===== src/rtl/exm_pkg.sv =====
package exm_pkg;

    typedef enum logic [1:0] {
        ACC_OTHER  = 2'd0,
        ACC_XLOAD  = 2'd1,
        ACC_XSTORE = 2'd2,
        ACC_STORE  = 2'd3
    } acc_kind_e;

    typedef struct packed {
        logic write_ok;
        logic fail;
        logic set;
        logic clear;
    } verdict_t;

    function automatic verdict_t judge(input logic strobe, input acc_kind_e kind,
                                       input logic hit, input logic store_clears);
        verdict_t v;
        v = '0;
        if (strobe) begin
            unique case (kind)
                ACC_XLOAD:  v.set = 1'b1;
                ACC_XSTORE: begin
                    v.write_ok = hit;
                    v.fail     = !hit;
                    v.clear    = 1'b1;
                end
                ACC_STORE: begin
                    v.write_ok = 1'b1;
                    v.clear    = store_clears && hit;
                end
                default: v = '0;
            endcase
        end
        return v;
    endfunction

endpackage


===== src/rtl/exm_tag_reg.sv =====
module exm_tag_reg #(
    parameter int TAG_W = 30
) (
    input  logic             clk,
    input  logic             rst,
    input  logic             set_i,
    input  logic             clear_i,
    input  logic [TAG_W-1:0] tag_i,
    output logic             valid_o,
    output logic [TAG_W-1:0] tag_o
);
    always_ff @(posedge clk) begin
        if (rst) begin
            valid_o <= 1'b0;
            tag_o   <= '0;
        end else if (set_i) begin
            valid_o <= 1'b1;
            tag_o   <= tag_i;
        end else if (clear_i) begin
            valid_o <= 1'b0;
        end
    end

    a_r8_set_loads_tag: assert property (@(posedge clk) disable iff (rst)
        set_i |=> (valid_o && tag_o == $past(tag_i)));
    a_r4_clear_drops_valid: assert property (@(posedge clk) disable iff (rst)
        (clear_i && !set_i) |=> !valid_o);
endmodule


===== src/rtl/exm_match.sv =====
module exm_match #(
    parameter int TAG_W = 30
) (
    input  logic             valid_i,
    input  logic [TAG_W-1:0] held_i,
    input  logic [TAG_W-1:0] probe_i,
    output logic             hit_o
);
    always_comb hit_o = valid_i && (held_i == probe_i);
endmodule


===== src/rtl/exclusive_monitor.sv =====
module exclusive_monitor
    import exm_pkg::*;
#(
    parameter int ADDR_W         = 32,
    parameter int GRAN_BYTES     = 4,
    parameter int STATUS_W       = 32,
    parameter bit CLEAR_ON_STORE = 1'b1
) (
    input  logic                clk,
    input  logic                rst,
    input  logic                acc_valid_i,
    input  logic [1:0]          acc_kind_i,
    input  logic [ADDR_W-1:0]   acc_addr_i,
    output logic                wr_gate_o,
    output logic [STATUS_W-1:0] xs_status_o
);
    localparam int LSB   = $clog2(GRAN_BYTES);
    localparam int TAG_W = ADDR_W - LSB;

    logic [TAG_W-1:0] probe, held;
    logic             held_valid, hit;
    acc_kind_e        kind;
    verdict_t         vd;

    assign probe = acc_addr_i[ADDR_W-1:LSB];
    assign kind  = acc_kind_e'(acc_kind_i);

    exm_match #(.TAG_W(TAG_W)) u_match (
        .valid_i(held_valid), .held_i(held), .probe_i(probe), .hit_o(hit)
    );

    always_comb vd = judge(acc_valid_i, kind, hit, CLEAR_ON_STORE);

    exm_tag_reg #(.TAG_W(TAG_W)) u_tag (
        .clk(clk), .rst(rst), .set_i(vd.set), .clear_i(vd.clear),
        .tag_i(probe), .valid_o(held_valid), .tag_o(held)
    );

    assign wr_gate_o   = vd.write_ok;
    assign xs_status_o = {{(STATUS_W-1){1'b0}}, vd.fail};

    a_r3_fail_blocks_write: assert property (@(posedge clk) disable iff (rst)
        (xs_status_o != '0) |-> !wr_gate_o);
    a_r10_status_quiet: assert property (@(posedge clk) disable iff (rst)
        !(acc_valid_i && acc_kind_i == 2'd2) |-> (xs_status_o == '0));
    a_r9_idle_keeps_state: assert property (@(posedge clk) disable iff (rst)
        (!acc_valid_i || acc_kind_i == 2'd0) |=> ($stable(held_valid) && !$past(wr_gate_o)));
    a_r4_xstore_consumes: assert property (@(posedge clk) disable iff (rst)
        (acc_valid_i && acc_kind_i == 2'd2) |=> !held_valid);
    a_r2_pass_needs_hit: assert property (@(posedge clk) disable iff (rst)
        (acc_valid_i && acc_kind_i == 2'd2 && wr_gate_o) |-> (held_valid && held == probe));
endmodule


===== config.mk =====
export PLATFORM = sky130hd
export DESIGN_NAME = exclusive_monitor
export DESIGN_NICKNAME = d
export VERILOG_FILES = /design/src/rtl/exm_pkg.sv /design/src/rtl/exm_tag_reg.sv /design/src/rtl/exm_match.sv /design/src/rtl/exclusive_monitor.sv
export SDC_FILE = /design/constraint.sdc
export NUM_CORES = 1
export LEC_CHECK = 0
export ABC_AREA = 1
export BUFFER_PORTS_ARGS = -buffer_cell sky130_fd_sc_hd__buf_2
export CAP_MARGIN = 20
export CORE_AREA = 2 2 92 94
export DETAILED_ROUTE_END_ITERATION = 6
export DIE_AREA = 0 0 94 96
export HOLD_SLACK_MARGIN = 0.15
export SYNTH_ARGS = -nofsm -noshare
export SYNTH_HDL_FRONTEND = slang
export SYNTH_SLANG_ARGS = --single-unit

===== constraint.sdc =====
create_clock -name clk -period 1.75 [get_ports clk]
set_input_delay 0.2625 -clock clk [delete_from_list [all_inputs] [get_ports clk]]
set_output_delay 0.2625 -clock clk [all_outputs]
set_load 0.01 [all_outputs]

Word-level counts from Yosys, hierarchy flattened
Index checks and enable logic that the tools add are counted.

cells by class
  equal/unequal tests = 4
  reduce and logical (&&, ||, !) cells = 3
  muxes and demuxes = 7

operator list
  kind                                                                    count
  30-bit equality test                                                    1
  2-bit equality test (second input constant)                             2
  1-bit two-way mux                                                       4
  4-bit two-way mux                                                       1
  1-bit case mux with 2 select lines                                      2
  2-bit by 1-bit equality test with 1-bit output (second input constant)  1
  2-bit nonzero test                                                      1
  1-bit logical AND                                                       1
  1-bit zero test                                                         1

storage, ports and cells
  bits of input ports = 37
  flip-flop bits (word level) = 31
  output and inout port bits = 33
  logic and storage cells = 16

Logic depth before layout (Yosys ltp)
  word-level depth = 7
  depth in mapped cells = 13
  depth with buffers taken out = 13

Cells and area by module
From an unflattened synthesis, not the netlist that was laid out.

second synthesis, totals
  cells, all modules = 345
  area total of the unflattened synthesis = 1993.2 sq um

by module, submodules not included
  module             area an instance (sq um)  sequential area each (sq um)  times used  cells an instance
  exm_tag_reg        1074.8                    620.6                         1           135
  exm_match          635.6                     0.0                           1           167
  exclusive_monitor  282.8                     0.0                           1           43

Worst setup path before layout
No wires, ideal clock.

  kind = register to output
  start point = reg u_tag.tag_o[0]
  end point = out xs_status_o[0]
  path buffers = 0
  arrival = 1057 ps
  cell stages (with the launch flop) = 9
  slack = 430 ps
  path through = dfxtp_1 -> or2_1 -> nand3_1 -> nor2_1 -> nand2_1 -> nor2_2 -> a21oi_1 -> inv_1 -> nor2_1

between the ends
  cells in the longest elaborated chain, start to end = 5

ends and longest elaborated chain
  what                    line                     text
  from (decl)             exm_tag_reg.sv:10        output logic [TAG_W-1:0] tag_o
  from (signal assigned)  exm_tag_reg.sv:18        tag_o <= tag_i;
  30-bit equality test    exm_match.sv:9           always_comb hit_o = valid_i && (held_i == probe_i);
  1-bit logical AND       exm_match.sv:9
  1-bit zero test         exm_pkg.sv:26            v.fail = !hit;
  1-bit two-way mux       exm_pkg.sv:22            unique case (kind)
  4-bit two-way mux       exm_pkg.sv:21            if (strobe) begin
  to (decl)               exclusive_monitor.sv:15  output logic [STATUS_W-1:0] xs_status_o

No other way between the ends.

Final worst setup path
  start point = reg u_tag.tag_o[27]
  end point = out xs_status_o[0]

Same word-level chain as after synthesis.

==> flow_metrics.tcl <==
set metrics [dict create \
    net-switching-power_mw 0.465 \
    power_frac_comb 0.170 \
    synth_compound_area_frac 0.116 \
    power.density_nw_per_um2 721 \
    busiest_layer "met2" \
    hold_end "u_tag.tag_o[14]" \
    crit_top_cell "nand2_1" \
    cts-buffers-inserted 5 \
    grt-ovfl-total 0 \
    worstPathRequired_ns 1.49 \
    htreeDepth 2 \
    drv_cap 0 \
    synthAdderAreaFrac 0 \
    synth_area_um2 1950 \
    synthSimpleGateAreaFrac 0.280 \
    grt_pass1_wl_um 6800 \
    routedWlPerCell_um 9.07 \
    root_buffer "clkbuf_8" \
    crit_path_cell_trace "nand2_1, nand2_1, inv_1, nand2_1, nor2_2, nand2_1, nor2_4, a21oi_2, inv_1, nor2_1, buf_2" \
    timing.final.crit_period_ns 1.77 \
    hold-path-cell-count 3 \
    clockBufferDepth 2 \
    syn2layout_area_growth_pct 15.2 \
    postSynthCellCount 308 \
    nets 382 \
    clkPwrFrac 0.358 \
    diodes 0 \
    vdd_drop_max_mv 0.408 \
    hp-start "acc_addr_i[16]" \
    p_leak_nw 1.11 \
    setup_slack_ns -0.0161 \
    start_kind "flip-flop" \
    clkSinkCount 31 \
    numPortBuffers 36 \
    postRouteAntennaNets 0 \
    syn_area_per_cell_um2 6.33 \
    finalHoldViolations 0 \
    core.rowCount 33 \
    pwr-share-seq 0.472 \
    max_freq_mhz 566 \
    cts_tree "done" \
    pin_count 70 \
    relSlewSlack 0.557 \
    first_global_vias 1585 \
    drc 0 \
    multi_input_area_um2 973 \
    finalCritPeriodShare 1.01 \
    setup_viol 2 \
    crit_buf_inv 3 \
    fp.dieW_um 94 \
    num-fill-cells 925 \
    crit-reg2reg-launch "u_tag.valid_o" \
    num_vias 1722 \
    ys_seq_area_frac 0.318 \
    clk_transition_reported_paths_ns 0.07 \
    grtUsageMet1 0.123 \
    total_power_mw 1.62 \
    hp-class "in -> reg" \
    place_congestion 0.736 \
    cpPeakStageDelay_ns 0.35 \
    core_um2 8050 \
    grtUsageMet3 0.0266 \
    timing_worst_setup_path_type "reg -> out" \
    grt_usage 0.0964 \
    antenna_found_initial 0 \
    hpwl_um 3040 \
    synth_xor_xnor_area_share 0.0315 \
    rsz0062_at_grt "true" \
    end_kind "output pin" \
    synth_top_family_by_area "simple AND/OR/NAND/NOR gates" \
    die_area_um2 9020 \
    die_h_um 96 \
    drt_pass1_iterations 4 \
    violations "setup timing" \
    use_met2 0.160 \
    drtIter0Drc 59 \
    synth_cell_type_count 18 \
    cp.depth 11 \
    vias_per_cell 3.83 \
    fin_setup_tns_ns -0.0279 \
    grt_max_degree 32 \
    swShare 0.287 \
    rr_worst_depth 11 \
    worstPathMaxFanout 3 \
    slew_violations 0 \
    critPathTopFamily "simple AND/OR/NAND/NOR gates" \
    initial_core_util 0.242 \
    arrival_ns 1.50 \
    tightest_slew_ns 0.665 \
    drive_above_1_share 0.203 \
    fin_worst_skew_ns 0.00738 \
    seq_area_um2 633 \
    critPathSlowestCell "dfxtp_1" \
    synth.area.mux_share 0 \
    r2r-end "u_tag.valid_o" \
    ys_seq_elements 31 \
    drt-total-wl_um 4080 \
    ff2ff_setup_slack_ns 0.40 \
    ys_warn_count 0 \
    p_int_mw 1.15 \
    outcome "finished, violations left" \
    insertion_delay_ns 0.28 \
]
## cell usage in the layout, fill, tap and decap left out, drive strengths merged
master | Yosys | final
a211oi | 23 | 23
inv | 58 | 58
a21oi | 9 | 9
or2 | 1 | 1
buf | 36 | 39
conb | 1 | 31
dfxtp | 31 | 31
nand4 | 1 | 1
nand2 | 98 | 98
xnor2 | 7 | 7
clkinv | 0 | 1
o21ai | 1 | 1
nand3 | 1 | 1
clkbuf | 3 | 6
nor2 | 38 | 38
## kinds of logic (layout without fill, tap and decap cells)
family | Yosys count | count (layout)
simple gates | 139 | 139
xor+xnor | 7 | 7
buf+inv | 97 | 104
other cells | 1 | 31
compound gates | 33 | 33
flops | 31 | 31
## worst max path at each step
stage	start	endpoint
after detailed placement	acc_addr_i[2]	xs_status_o[0]
final	u_tag.tag_o[27]	xs_status_o[0]
after global placement	acc_addr_i[31]	xs_status_o[0]
after floorplan	u_tag.tag_o[0]	xs_status_o[0]
after CTS	u_tag.tag_o[25]	wr_gate_o
after global routing	u_tag.tag_o[17]	xs_status_o[0]
## final cells by class
| class | count | area share |
|---|---|---|
| Sequential cell | 31 | 0.282 |
| Clock buffer | 6 | 0.0368 |
| Timing Repair Buffer | 39 | 0.0903 |
| Tap cell | 105 | 0.0585 |
| Inverter | 58 | 0.0969 |
| Clock inverter | 1 | 0.00223 |
| Multi-Input combinational cell | 210 | 0.433 |
## cell usage after synthesis, drive strengths merged
library cell,instances,area (um^2)
nand2,98,368
inv,58,218
nor2,38,160
buf,36,263
dfxtp,31,621
a211oi,23,173
a21oi,9,48.8
xnor2,7,61.3
clkbuf,3,11.3
conb,1,3.75
nand3,1,5.00
nand4,1,6.26
o21ai,1,5.00
or2,1,6.26
## registers in the layout, summed over array words and instances (netlist names)
name           flops
u_tag.tag_o       30
u_tag.valid_o      1
## repair_timing
item / CTS / global route
setup buffers: 0 / 1
setup endpoints to repair: 2 / 2
hold endpoints to repair: 0 / 0
hold buffers: 0 / 0
pin swaps: 9 / 9
gates resized for setup: 8 / 11
gates cloned: 0 / 0
## power groups by stage
stage | Combinational (mW) | Sequential [mW] | Clock [mW]
after floorplan | 0.241 | 0.773 | 0
after global placement | 0.263 | 0.776 | 0
after detailed placement | 0.271 | 0.778 | 0
after CTS | 0.272 | 0.763 | 0.618
after global routing | 0.321 | 0.769 | 0.641
final | 0.275 | 0.765 | 0.580
## metal layers
| layer | up-vias | share of wire | wire length [um] |
|---|---|---|---|
| met2 | 43 | 0.45 | 1830 |
| met4 | 0 | 0.0039 | 16 |
| li1 | 933 | - | - |
| met3 | 2 | 0.052 | 213 |
| met5 | - | 0 | 0 |
| met1 | 744 | 0.50 | 2020 |
## worst reg2reg max path, delay by kind of cell (launching register included)
kind / cells / cell delay (ns)
and+or+nand+nor: 9 / 0.79
DFF: 1 / 0.34
AOI/OAI and AO/OA: 1 / 0.04
buffers and inverters: 1 / 0.05
## stage by stage
stage | util | worst slack, ns | cells | cell area (um^2) | hold slack (ns)
after CTS | 0.275 | -0.0436 | 449 | 2210 | 0.233
after floorplan | - | 0.430 | 338 | 2060 | 0.341
after detailed placement | 0.263 | 0.146 | 442 | 2110 | 0.471
final | 0.279 | -0.0161 | 450 | 2250 | 0.245
after global routing | 0.279 | -0.156 | 450 | 2250 | 0.255
after global placement | 0.263 | 0.173 | 442 | 2110 | 0.461
Power figures use the tool's default switching activity.
